$ cat src/rtl/prio_irq_pkg.sv
package prio_irq_pkg;
  localparam int PIN_W  = 8;
  localparam int VEC_W  = 8;
  localparam int PRIO_W = 5;
  localparam int MIX_DED_W = 3;

  typedef enum logic [1:0] {
    MODE_DED = 2'd0,
    MODE_EXP = 2'd1,
    MODE_MIX = 2'd2
  } pin_mode_e;

  localparam logic [3:0]       ADDR_MODE = 4'd0;
  localparam logic [3:0]       ADDR_EDGE = 4'd1;
  localparam logic [3:0]       ADDR_PIN0 = 4'd2;
  localparam logic [3:0]       ADDR_TMR0 = 4'd10;
  localparam logic [VEC_W-1:0] NMI_VEC   = 8'd248;
  localparam logic [2:0]       MIX_LOW   = 3'b010;
endpackage

$ cat src/rtl/prio_irq_sync.sv
module prio_irq_sync #(
  parameter int         W       = 1,
  parameter int         STAGES  = 2,
  parameter logic [W-1:0] RST_VAL = '0
) (
  input  logic         clk_i,
  input  logic         rst_ni,
  input  logic [W-1:0] d_i,
  output logic [W-1:0] q_o
);
  logic [STAGES-1:0][W-1:0] stg_q;

  always_ff @(posedge clk_i or negedge rst_ni) begin
    if (!rst_ni) begin
      stg_q <= {STAGES{RST_VAL}};
    end else begin
      stg_q[0] <= d_i;
      for (int s = 1; s < STAGES; s++) stg_q[s] <= stg_q[s-1];
    end
  end

  assign q_o = stg_q[STAGES-1];
endmodule

$ cat src/rtl/prio_irq_regs.sv
module prio_irq_regs
  import prio_irq_pkg::*;
#(
  parameter int NUM_TMR = 2
) (
  input  logic                             clk_i,
  input  logic                             rst_ni,
  input  logic                             we_i,
  input  logic [3:0]                       addr_i,
  input  logic [VEC_W-1:0]                 wdata_i,
  output pin_mode_e                        mode_o,
  output logic [PIN_W-1:0]                 edge_o,
  output logic [PIN_W-1:0][VEC_W-1:0]      pin_vec_o,
  output logic [NUM_TMR-1:0][VEC_W-1:0]    tmr_vec_o
);
  always_ff @(posedge clk_i or negedge rst_ni) begin
    if (!rst_ni) begin
      mode_o <= MODE_DED;
      edge_o <= '0;
    end else if (we_i) begin
      if (addr_i == ADDR_MODE && wdata_i[1:0] != 2'b11) mode_o <= pin_mode_e'(wdata_i[1:0]);
      if (addr_i == ADDR_EDGE) edge_o <= wdata_i;
    end
  end

  for (genvar p = 0; p < PIN_W; p++) begin : g_pin
    always_ff @(posedge clk_i or negedge rst_ni) begin
      if (!rst_ni) pin_vec_o[p] <= '0;
      else if (we_i && addr_i == ADDR_PIN0 + 4'(p)) pin_vec_o[p] <= wdata_i;
    end
  end

  for (genvar t = 0; t < NUM_TMR; t++) begin : g_tmr
    always_ff @(posedge clk_i or negedge rst_ni) begin
      if (!rst_ni) tmr_vec_o[t] <= '0;
      else if (we_i && addr_i == ADDR_TMR0 + 4'(t)) tmr_vec_o[t] <= wdata_i;
    end
  end
endmodule

$ cat src/rtl/prio_irq_arb.sv
module prio_irq_arb
  import prio_irq_pkg::*;
#(
  parameter int NUM_TMR = 2,
  parameter int SRC_W   = 4
) (
  input  logic [PIN_W-1:0]              ded_act_i,
  input  logic [PIN_W-1:0][VEC_W-1:0]   pin_vec_i,
  input  logic [NUM_TMR-1:0]            tmr_act_i,
  input  logic [NUM_TMR-1:0][VEC_W-1:0] tmr_vec_i,
  input  logic                          vec_act_i,
  input  logic [VEC_W-1:0]              vec_val_i,
  input  logic                          nmi_act_i,
  input  logic [PRIO_W-1:0]             cur_prio_i,
  output logic                          req_o,
  output logic                          nmi_o,
  output logic [VEC_W-1:0]              vec_o,
  output logic [PRIO_W-1:0]             prio_o,
  output logic [SRC_W-1:0]              src_o
);
  localparam logic [SRC_W-1:0] SRC_VEC  = SRC_W'(PIN_W + NUM_TMR);
  localparam logic [SRC_W-1:0] SRC_NMI  = SRC_W'(PIN_W + NUM_TMR + 1);
  localparam logic [SRC_W-1:0] SRC_NONE = '1;

  logic [PRIO_W-1:0] best_p;
  logic [VEC_W-1:0]  best_v;
  logic [SRC_W-1:0]  best_s;

  // scan from least preferred to most preferred; >= lets later entries win ties
  always_comb begin
    best_p = '0;
    best_v = '0;
    best_s = SRC_NONE;
    if (vec_act_i && vec_val_i[VEC_W-1:3] != '0) begin
      best_p = vec_val_i[VEC_W-1:3];
      best_v = vec_val_i;
      best_s = SRC_VEC;
    end
    for (int t = NUM_TMR-1; t >= 0; t--) begin
      if (tmr_act_i[t] && tmr_vec_i[t][VEC_W-1:3] != '0 && tmr_vec_i[t][VEC_W-1:3] >= best_p) begin
        best_p = tmr_vec_i[t][VEC_W-1:3];
        best_v = tmr_vec_i[t];
        best_s = SRC_W'(PIN_W + t);
      end
    end
    for (int p = 0; p < PIN_W; p++) begin
      if (ded_act_i[p] && pin_vec_i[p][VEC_W-1:3] != '0 && pin_vec_i[p][VEC_W-1:3] >= best_p) begin
        best_p = pin_vec_i[p][VEC_W-1:3];
        best_v = pin_vec_i[p];
        best_s = SRC_W'(p);
      end
    end
  end

  always_comb begin
    if (nmi_act_i) begin
      req_o  = 1'b1;
      nmi_o  = 1'b1;
      vec_o  = NMI_VEC;
      prio_o = '1;
      src_o  = SRC_NMI;
    end else begin
      req_o  = best_p > cur_prio_i;
      nmi_o  = 1'b0;
      vec_o  = best_v;
      prio_o = best_p;
      src_o  = best_s;
    end
  end
endmodule

$ cat src/rtl/prio_irq_ctrl.sv
module prio_irq_ctrl
  import prio_irq_pkg::*;
#(
  parameter int SYNC_STAGES = 2,
  parameter int NUM_TMR     = 2
) (
  input  logic               clk_i,
  input  logic               rst_ni,
  input  logic [7:0]         irq_pin_i,
  input  logic               nmi_ni,
  input  logic [NUM_TMR-1:0] tmr_req_i,
  input  logic               cfg_we_i,
  input  logic [3:0]         cfg_addr_i,
  input  logic [7:0]         cfg_wdata_i,
  input  logic [4:0]         cur_prio_i,
  input  logic               ack_i,
  output logic               req_o,
  output logic               req_nmi_o,
  output logic [7:0]         req_vec_o,
  output logic [4:0]         req_prio_o
);
  localparam int SRC_W = $clog2(PIN_W + NUM_TMR + 3);
  localparam int IN_W  = PIN_W + 1;
  localparam logic [SRC_W-1:0] SRC_NMI = SRC_W'(PIN_W + NUM_TMR + 1);

  pin_mode_e                     mode_q;
  logic [PIN_W-1:0]              edge_sel;
  logic [PIN_W-1:0][VEC_W-1:0]   pin_vec;
  logic [NUM_TMR-1:0][VEC_W-1:0] tmr_vec;

  prio_irq_regs #(.NUM_TMR(NUM_TMR)) i_regs (
    .clk_i, .rst_ni,
    .we_i(cfg_we_i), .addr_i(cfg_addr_i), .wdata_i(cfg_wdata_i),
    .mode_o(mode_q), .edge_o(edge_sel), .pin_vec_o(pin_vec), .tmr_vec_o(tmr_vec)
  );

  logic [IN_W-1:0] sync_q, prev_q, fall;

  prio_irq_sync #(.W(IN_W), .STAGES(SYNC_STAGES), .RST_VAL({IN_W{1'b1}})) i_sync (
    .clk_i, .rst_ni, .d_i({nmi_ni, irq_pin_i}), .q_o(sync_q)
  );

  always_ff @(posedge clk_i or negedge rst_ni) begin
    if (!rst_ni) prev_q <= '1;
    else         prev_q <= sync_q;
  end

  assign fall = prev_q & ~sync_q;

  logic [PIN_W-1:0] pin_s, ded_mask, edge_keep, lat_q, lat_d, lat_clr, ded_act;
  logic             nmi_q, vec_act, ack_hit;
  logic [VEC_W-1:0] vec_val;
  logic [SRC_W-1:0] post_src;

  assign pin_s = sync_q[PIN_W-1:0];

  always_comb begin
    ded_mask = '0;
    vec_act  = 1'b0;
    vec_val  = '0;
    unique case (mode_q)
      MODE_DED: ded_mask = '1;
      MODE_EXP: begin
        vec_act = 1'b1;
        vec_val = ~pin_s;
      end
      MODE_MIX: begin
        ded_mask = {{MIX_DED_W{1'b1}}, {(PIN_W-MIX_DED_W){1'b0}}};
        vec_act  = 1'b1;
        vec_val  = {~pin_s[PIN_W-MIX_DED_W-1:0], MIX_LOW};
      end
      default: ;
    endcase
  end

  assign edge_keep = ded_mask & edge_sel;
  assign ack_hit   = ack_i & req_o;

  always_comb begin
    for (int p = 0; p < PIN_W; p++) lat_clr[p] = ack_hit && post_src == SRC_W'(p);
  end

  // new falling edge beats a same-cycle acknowledge
  assign lat_d   = ((lat_q & ~lat_clr) | fall[PIN_W-1:0]) & edge_keep;
  assign ded_act = ded_mask & ((edge_sel & lat_q) | (~edge_sel & ~pin_s));

  always_ff @(posedge clk_i or negedge rst_ni) begin
    if (!rst_ni) begin
      lat_q <= '0;
      nmi_q <= 1'b0;
    end else begin
      lat_q <= lat_d;
      nmi_q <= (nmi_q & ~(ack_hit && post_src == SRC_NMI)) | fall[PIN_W];
    end
  end

  prio_irq_arb #(.NUM_TMR(NUM_TMR), .SRC_W(SRC_W)) i_arb (
    .ded_act_i(ded_act), .pin_vec_i(pin_vec),
    .tmr_act_i(tmr_req_i), .tmr_vec_i(tmr_vec),
    .vec_act_i(vec_act), .vec_val_i(vec_val),
    .nmi_act_i(nmi_q), .cur_prio_i(cur_prio_i),
    .req_o(req_o), .nmi_o(req_nmi_o), .vec_o(req_vec_o),
    .prio_o(req_prio_o), .src_o(post_src)
  );
endmodule

$ cat config.mk
export PLATFORM = sky130hd
export DESIGN_NAME = prio_irq_ctrl
export DESIGN_NICKNAME = d
export VERILOG_FILES = /design/src/rtl/prio_irq_pkg.sv /design/src/rtl/prio_irq_sync.sv /design/src/rtl/prio_irq_regs.sv /design/src/rtl/prio_irq_arb.sv /design/src/rtl/prio_irq_ctrl.sv
export SDC_FILE = /design/constraint.sdc
export NUM_CORES = 1
export LEC_CHECK = 0
export ABC_AREA = 0
export BUFFER_PORTS_ARGS = -buffer_cell sky130_fd_sc_hd__buf_4
export CORE_MARGIN = 1.5
export CORE_UTILIZATION = 36
export DETAILED_ROUTE_END_ITERATION = 7
export PLACE_DENSITY = 0.62
export SLEW_MARGIN = 20
export SYNTH_ARGS = -nofsm -noshare
export SYNTH_HDL_FRONTEND = slang
export SYNTH_SLANG_ARGS = --single-unit
$ cat constraint.sdc
create_clock -name clk_i -period 57 [get_ports clk_i]
set_clock_uncertainty 0.1 [all_clocks]
set_input_delay 8.55 -clock clk_i [delete_from_list [all_inputs] [get_ports clk_i]]
set_output_delay 8.55 -clock clk_i [all_outputs]
set_load 0.05 [all_outputs]
# --- Word level (Yosys, flattened, before mapping) ---
# Index checks and enable logic that the tools add are counted.
totals:
  input_bits: 32
  out_inout_bits: 15
  register_bits: 126
  elab_cells: 167
classes:
  eq_ne: 22
  n_lt_le_gt_ge: 11
  bitwise: 18
  reduce_logical: 58
  muxes: 41
ops:
  columns: ["cell", "count"]
  rows:
  - ["2-to-1 mux 8 bit", 12]
  - ["2-to-1 mux 5 bit", 12]
  - ["nonzero test 5 bit", 11]
  - [">= comparator 5 bit", 10]
  - ["bitwise AND 8 bit", 6]
  - ["logical AND 1 bit", 41]
  - ["2-to-1 mux 4 bit", 9]
  - ["equality test 4 x 3 -> 1 bit, second input constant", 8]
  - ["one-hot mux 8 bit (2 select lines)", 2]
  - ["inverter 8 bit", 3]
  - ["equality test 4 bit, second input constant", 5]
  - ["equality test 4 x 2 -> 1 bit, second input constant", 4]
  - ["OR 8 bit", 2]
  - ["bitwise AND 9 bit", 1]
  - ["2-to-1 mux 3 bit", 3]
  - ["inverter 9 bit", 1]
  - ["equality test 4 x 1 -> 1 bit, second input constant", 2]
  - ["logical NOT 4 bit", 2]
  - ["> comparator 5 bit", 1]
  - ["inverter 5 bit", 1]
  - ["AND reduction 2 bit", 2]
  - ["2-to-1 mux 1 bit", 3]
  - ["bitwise AND 1 bit", 2]
  - ["equality test 2 x 1 -> 1 bit, second input constant", 1]
  - ["6 further kinds", 6]

# --- Logic depth before layout (Yosys ltp) ---
# Gate-level depths: netlist (run 1).
logic_depth:
  depth_word: 43
  depth_mapped: 115
  depth_no_buf: 105

# --- By module ---
# Synthesis (run 1) repeated with hierarchy kept, for this count alone.
unflattened:
  cells_unflattened: 835
  hier_area_um2: 8419.3
modules_own_cells:
  columns: ["module", "instances", "seq_area_each_um2", "cells_per_inst", "area_each_um2"]
  rows:
  - ["prio_irq_regs", 1, 2252.2, 214, 3570.9]
  - ["prio_irq_arb", 1, 0.0, 487, 3298.2]
  - ["prio_irq_ctrl", 1, 461.7, 107, 1009.7]
  - ["prio_irq_sync", 1, 473.0, 27, 540.5]

# --- Least setup slack after synthesis (run 1) ---
# OpenSTA, ideal clock, no wires.
synth_timing:
  path_type: "input-to-output"
  from: "in tmr_req_i[1]"
  to: "out req_o"
  required_ns: 48.350
  n_path_buf: 10
  t_arrival_ns: 25.200
  stages: 96
  setup_slack_ns: 23.150
  path_cell_list: "buf_1 nand2_1 nor2_1 mux2_2 ha_1 nor3b_1 o21ai_0 nand2_1 clkbuf_1 nor2_1 a21oi_1 inv_1 ha_1 o311a_1 o41a_1 or3_1 nand3_1 buf_4 (+60 left out) ha_1 nand2b_1 a21o_1 a21o_1 a21oi_1 nor2b_1 o21ai_0 clkbuf_1 nor2_1 a31oi_1 ha_1 nor2b_1 o21a_1 o21ai_0 nand2b_1 a21oi_1 a31oi_1 or2_2"
synth_via:
  elab_chain_len: 32
synth_lines:
  columns: ["item", "line_no", "rtl"]
  rows:
  - ["start, declared", "prio_irq_ctrl.sv:11", "input logic [NUM_TMR-1:0] tmr_req_i,"]
  - ["logical AND 1 bit (*) (2 in a row)", "prio_irq_arb.sv:40", "if (tmr_act_i[t] && tmr_vec_i[t][VEC_W-1:3] != '0 && tmr_vec_i[t][VEC_W-1:3] >= best_p) begin"]
  - ["2-to-1 mux 5 bit (*)", "prio_irq_arb.sv:40", null]
  - [">= comparator 5 bit", "prio_irq_arb.sv:40", null]
  - ["logical AND 1 bit", "prio_irq_arb.sv:40", null]
  - ["2-to-1 mux 5 bit (*)", "prio_irq_arb.sv:40", null]
  - [">= comparator 5 bit", "prio_irq_arb.sv:47", "if (ded_act_i[p] && pin_vec_i[p][VEC_W-1:3] != '0 && pin_vec_i[p][VEC_W-1:3] >= best_p) begin"]
  - ["logical AND 1 bit", "prio_irq_arb.sv:47", null]
  - ["2-to-1 mux 5 bit (*)", "prio_irq_arb.sv:47", null]
  - ["(+15 left out)", null, null]
  - [">= comparator 5 bit", "prio_irq_arb.sv:47", null]
  - ["logical AND 1 bit", "prio_irq_arb.sv:47", null]
  - ["2-to-1 mux 5 bit (*)", "prio_irq_arb.sv:47", null]
  - [">= comparator 5 bit", "prio_irq_arb.sv:47", null]
  - ["logical AND 1 bit", "prio_irq_arb.sv:47", null]
  - ["2-to-1 mux 5 bit (*)", "prio_irq_arb.sv:47", null]
  - ["> comparator 5 bit (*)", "prio_irq_arb.sv:63", "req_o = best_p > cur_prio_i;"]
  - ["2-to-1 mux 1 bit (*)", "prio_irq_arb.sv:56", "if (nmi_act_i) begin"]
  - ["end, declared", "prio_irq_ctrl.sv:17", "output logic req_o,"]
# Mark *: on every way between the ends. The rest lies on a longest branch, timed or not.

# --- Final worst setup path (run 1) ---
# Ends and elaborated chain as after synthesis.

==> results.yml, run 1 <==
run_status:
  status: "finished, final reports clean"
synth:
  synth_top_cell_by_area: "dfrtp_1"
  syn_nets: 921
  synthCells: 849
  synth-compound-area-share: 0.203
  synth_top_family_by_area: "compound AO/OA/AOI/OAI gates"
  synth.mux.area_fraction: 0.128
  synth.yosys.seq_area_share: 0.392
  ys_warn_count: 0
  ys_ff_latch: 126
  netlist_top_cells_count: "99 x dfrtp_1, 81 x nand2_1, 79 x mux2_2"
  synth.top_cell.area_share: 0.305
  async_flop_share: 1.00
  yosysUniqueCellTypes: 82
  synth_most_common_cell: "dfrtp_1"
  synth_area_um2: 8120
  yosys.area_share.adder: 0.0641
  synth.area.top_cells: "dfrtp_1 30%, mux2_2 11%, dfstp_2 8.7%, ha_1 6.2%, nand2_1 3.7%"
  synthSimpleGateAreaFrac: 0.164
  syn_area_per_cell_um2: 9.57
  synth_enable_flop_cells: 0
  synth-xor-area-share: 0
  synth_ff_type: "dfrtp_1"
sta:
  min_period_over_period: 0.636
  slew_viol_final: 0
  final_hold_viol_count: 0
  finalSetupViolations: 0
  relSlewSlack: 0.390
  fmax_ghz: 0.0276
  period_minus_slack_ns: 36.27
  tns_ns: 0
  worstMarginPinSlew_ns: 0.911
  setup_ws_ns: 20.73
  rsz0062_at_grt: "no"
die:
  ios: 47
  core_um2: 22000
  placementRows: 54
  die_h_um: 153
  die_area_um2: 23500
  start_util: 0.370
  die_x_um: 153
clock_tree:
  cts_tree: "built"
  clockRootBuffer: "clkbuf_16"
  cts_sinks: 126
  post_cts_buffers: 0
  path_clk_slew_ns: 0.06
  cts_buffer_depth: 2
  cts_resized: 0
  cts_buffers: 17
  htree_levels: 4
  hold_buffers: 0
  insertion_delay_ns: 0.43
power_and_ir_drop:
  peakVddDrop_mv: 0.0450
  pwr-share-seq: 0.193
  intPower_uw: 325
  leakagePower_uw: 0.00394
  power.switching_uw: 315
  sw_frac_of_total: 0.492
  combPwrFrac: 0.630
  power_density_nw_per_um2: 69.3
  power_uw: 640
  clockPowerShare: 0.177
critical_path:
  cpPeakStageDelay_ns: 0.58
  slowest_stage: "nand3_1"
  critPathCaptureType: "output port"
  cp.required_ns: 48.35
  cp_common_cell: "ha_1"
  r2r_cells: 96
  arrival_ns: 27.62
  critical_path_class: "in2out"
  cp-start-kind: "input pin"
  cp_max_fo: 23
placement:
  dpl.hpwl_um: 16100
  gp_congestion: 0.910
  dp_cells: 1135
  place_ws_ns: 21.10
  io_buffers: 46
hold_path:
  hold_depth: 0
  hold_class: "reg2reg"
drt:
  ant_nets: 0
  dr.pass1.iters: 5
  drtIter0Drc: 665
  detail_route.wl_per_cell_um: 19.2
  via_per_inst: 5.76
  drc: 0
  via_count: 6727
  wl_um: 22400
layout:
  final_core_util: 0.420
  seq_area_um2: 3190
  multi_input_area_um2: 4540
  fill_cells: 2126
  antenna_cells: 0
  synthToLayoutAreaGrowth_pct: 13.6
  final_cells: 1167
  layout-drive-gt1-share: 0.239
  final_nets: 946
grt:
  grt_max_degree: 77
  overflow: 0
  grt_pass1_wl_um: 36000
  antenna_found_initial: 1
  grt_pass1_vias: 6400
  grt_usage: 0.197
run:
  drv_cap: 0
[worst paths after layout]
| path | startpoint | to | slack, ns |
|---|---|---|---|
| worst max-delay path | tmr_req_i[1] | req_o | 20.73 |
| worst min-delay path | i_sync.stg_q[3] | i_sync.q_o[3] | 0.25 |
| worst max register to register | i_regs.mode_o[0] | lat_q[4] | 35.32 |
| worst min register to register | i_sync.stg_q[3] | i_sync.q_o[3] | 0.25 |
| max in group asynchronous | rst_ni | lat_q[1] | 47.64 |
| min in group asynchronous | rst_ni | i_regs.tmr_vec_o[12] | 8.05 |
[cell families (layout without fill, tap and decap cells)]
logic type | after synthesis | in the layout
buffers and inverters | 89 | 127
adders and majority gates | 42 | 42
muxes | 94 | 94
and+or+nand+nor | 268 | 268
AOI/OAI and AO/OA | 230 | 230
DFF | 126 | 126
[power by group through the flow]
stage	Combinational, uW	Sequential (uW)	Clock, uW
finish	403	123	114
detailed placement	396	124	0
global placement	393	124	0
global route	441	126	120
floorplan	314	118	0
CTS	400	123	115
[registers in the layout, summed over array words and instances, names as in the netlist, 2 cells and up]
register          flops
i_sync.stg_q          9
i_regs.pin_vec_o     64
i_regs.mode_o         2
i_sync.q_o            9
lat_q                 8
prev_q                9
i_regs.edge_o         8
i_regs.tmr_vec_o     16
[cell type report]
type,instances,area share
multi-input combinational,634,0.492
sequential,126,0.345
clock buffer,18,0.0476
timing repair buffer,48,0.0394
tap,280,0.0380
inverter,47,0.0191
clock inverter,14,0.0184
[critical path, delay by kind of cell]
family | cells | cell delay [ns]
muxes | 4 | 1.38
buffers and inverters | 7 | 1.00
adders and majority gates | 12 | 3.49
AOI/OAI and AO/OA | 35 | 7.38
and+or+nand+nor | 30 | 5.82
[routing by layer]
layer	vias to the layer above	routed length, um	global-route usage
li1	3185	-	-
met1	3277	10200	0.273
met3	35	1300	0.0366
met2	230	10400	0.311
met4	0	510	0.0593
met5	-	0	0
[placed cells by master (no fill, tap or decap), drive strengths merged, types with 21 or more instances in the layout]
master,count
dfrtp,99
nand2,82
mux2,80
o21ai,65
nor2,55
inv,55
buf,48
ha,40
a21oi,30
dfstp,27
o211ai,26
nand3,21
[stage by stage]
stage	hold slack, ns	area [um^2]
after floorplan	0.245	8120
after global placement	0.246	8620
after detailed placement	0.247	8620
after CTS	0.256	9230
after global routing	0.257	9230
final	0.254	9230
(Power assumes the default switching activity.)
==> run 2, diff against run 1 <==
==> constraint.sdc (replaced) <==
create_clock -name clk_i -period 37.3 [get_ports clk_i]
set_clock_uncertainty 0.1 [all_clocks]
set_input_delay 5.595 -clock clk_i [delete_from_list [all_inputs] [get_ports clk_i]]
set_output_delay 5.595 -clock clk_i [all_outputs]
set_load 0.05 [all_outputs]
==> run 2 against run 1 <==
Compared with the run above:
- critical path depth unchanged
- worst hold slack worse by 0.00085 ns
- via count up 0.22%
- flip-flop and latch count stayed put
- register-to-register slack got worse by 20 ns
- first-iteration DRC count shrank 9.5%
- largest cell class unchanged
- highest routed layer unchanged
==> results.yml, run 2 (synthesis gave the netlist of run 1 again) <==
die:
  die_area_um2: 23500
  core_um2: 22000
  die_h_um: 153
  die_x_um: 153
  ios: 47
  start_util: 0.370
  placementRows: 54
clock_tree:
  cts_resized: 0
  clockRootBuffer: "clkbuf_16"
  cts_buffer_depth: 2
  hold_buffers: 0
  post_cts_buffers: 0
  htree_levels: 4
  cts_buffers: 17
  cts_tree: "built"
  insertion_delay_ns: 0.43
  cts_sinks: 126
  path_clk_slew_ns: 0.06
critical_path:
  slowest_stage: "nand3_1"
  r2r_cells: 96
  cp_num_buf_inv: 7
  cp_common_cell: "ha_1"
  path_depth: 88
  crit_family: "compound AO/OA/AOI/OAI gates"
  arrival_ns: 24.63
  cp.required_ns: 31.60
  critical_path_class: "in2out"
  critPathCaptureType: "output port"
  cp-start-kind: "input pin"
  cpPeakStageDelay_ns: 0.61
  cp_max_fo: 23
power_and_ir_drop:
  power_density_nw_per_um2: 106
  peakVddDrop_mv: 0.0662
  leakagePower_uw: 0.00395
grt:
  grt_max_degree: 77
  overflow: 0
  grt_pass1_vias: 6585
  grt_usage: 0.201
  grt_pass1_wl_um: 36800
  antenna_found_initial: 0
layout:
  largest_register: "i_regs.pin_vec_o"
  final_cell_mix: "99 x dfrtp_1, 81 x nand2_1, 79 x mux2_2"
  final_common_cell: "dfrtp_1"
  final_nets: 946
  synthToLayoutAreaGrowth_pct: 13.8
  top_regs: "i_regs.pin_vec_o (64), i_regs.tmr_vec_o (16)"
  layout-drive-gt1-share: 0.239
  largest_reg_flops: 64
  final_cells: 1167
  antenna_cells: 0
  fill_cells: 2100
placement:
  dp_cells: 1135
  gp_congestion: 0.903
  io_buffers: 46
  dpl.hpwl_um: 16100
hold_path:
  hold_class: "reg2reg"
  hold_depth: 0
sta:
  slew_viol_final: 0
  min_period_over_period: 0.813
  final_hold_viol_count: 0
  finalSetupViolations: 0
  tns_ns: 0
  relSlewSlack: 0.410
  period_minus_slack_ns: 30.33
  worstMarginPinSlew_ns: 0.881
  hold_slack_ns: 0.253
  fmax_ghz: 0.0330
  rsz0062_at_grt: "no"
drt:
  via_count: 6742
  detail_route.wl_per_cell_um: 19.3
  drtIter0Drc: 602
  dr.pass1.iters: 7
  via_per_inst: 5.78
  ant_nets: 0
  wl_um: 22500
  drc: 0
run_status:
  status: "finished, final reports clean"
run:
  drv_cap: 0
## run 2: worst paths after layout
check | start | endpoint | slack (ns)
max | tmr_req_i[1] | req_o | 6.97
min | i_sync.stg_q[6] | i_sync.q_o[6] | 0.25
max reg2reg | i_regs.mode_o[0] | lat_q[4] | 15.59
min reg2reg | i_sync.stg_q[6] | i_sync.q_o[6] | 0.25
max in group asynchronous | rst_ni | i_regs.pin_vec_o[56] | 30.88
min in group asynchronous | rst_ni | i_regs.tmr_vec_o[13] | 5.07
## run 2: final cells by class
cell class | count | area (um^2) | share of cell area
Clock inverter | 15 | 200 | 0.0216
Clock buffer | 17 | 425 | 0.0460
Timing Repair Buffer | 48 | 364 | 0.0394
Inverter | 47 | 176 | 0.0191
Sequential cell | 126 | 3190 | 0.345
Multi-Input combinational cell | 634 | 4540 | 0.491
Tap cell | 280 | 350 | 0.0379
## run 2: per-stage QoR
step | worst slack [ns] | area, um^2 | power, uW | utilization
3_3_place_gp | 7.70 | 8620 | 791 | 0.392
3_5_place_dp | 7.32 | 8620 | 795 | 0.392
5_1_grt | 5.24 | 9250 | 1060 | 0.421
6_report | 6.97 | 9250 | 982 | 0.421
4_1_cts | 7.22 | 9240 | 979 | 0.421
2_1_floorplan | 9.36 | 8120 | 660 | -
## run 2: report_power, final
group / leakage [uW] / switching [uW] / internal, uW
Combinational: 0.00214 / 384 / 231
Sequential: 0.00150 / 25.9 / 163
Clock: 0.000306 / 69.9 / 108
## run 2: metal layers
layer | part of all wire | track usage
met1 | 0.46 | 0.269
met5 | 0 | 0
met4 | 0.027 | 0.0738
met3 | 0.047 | 0.0414
met2 | 0.47 | 0.321
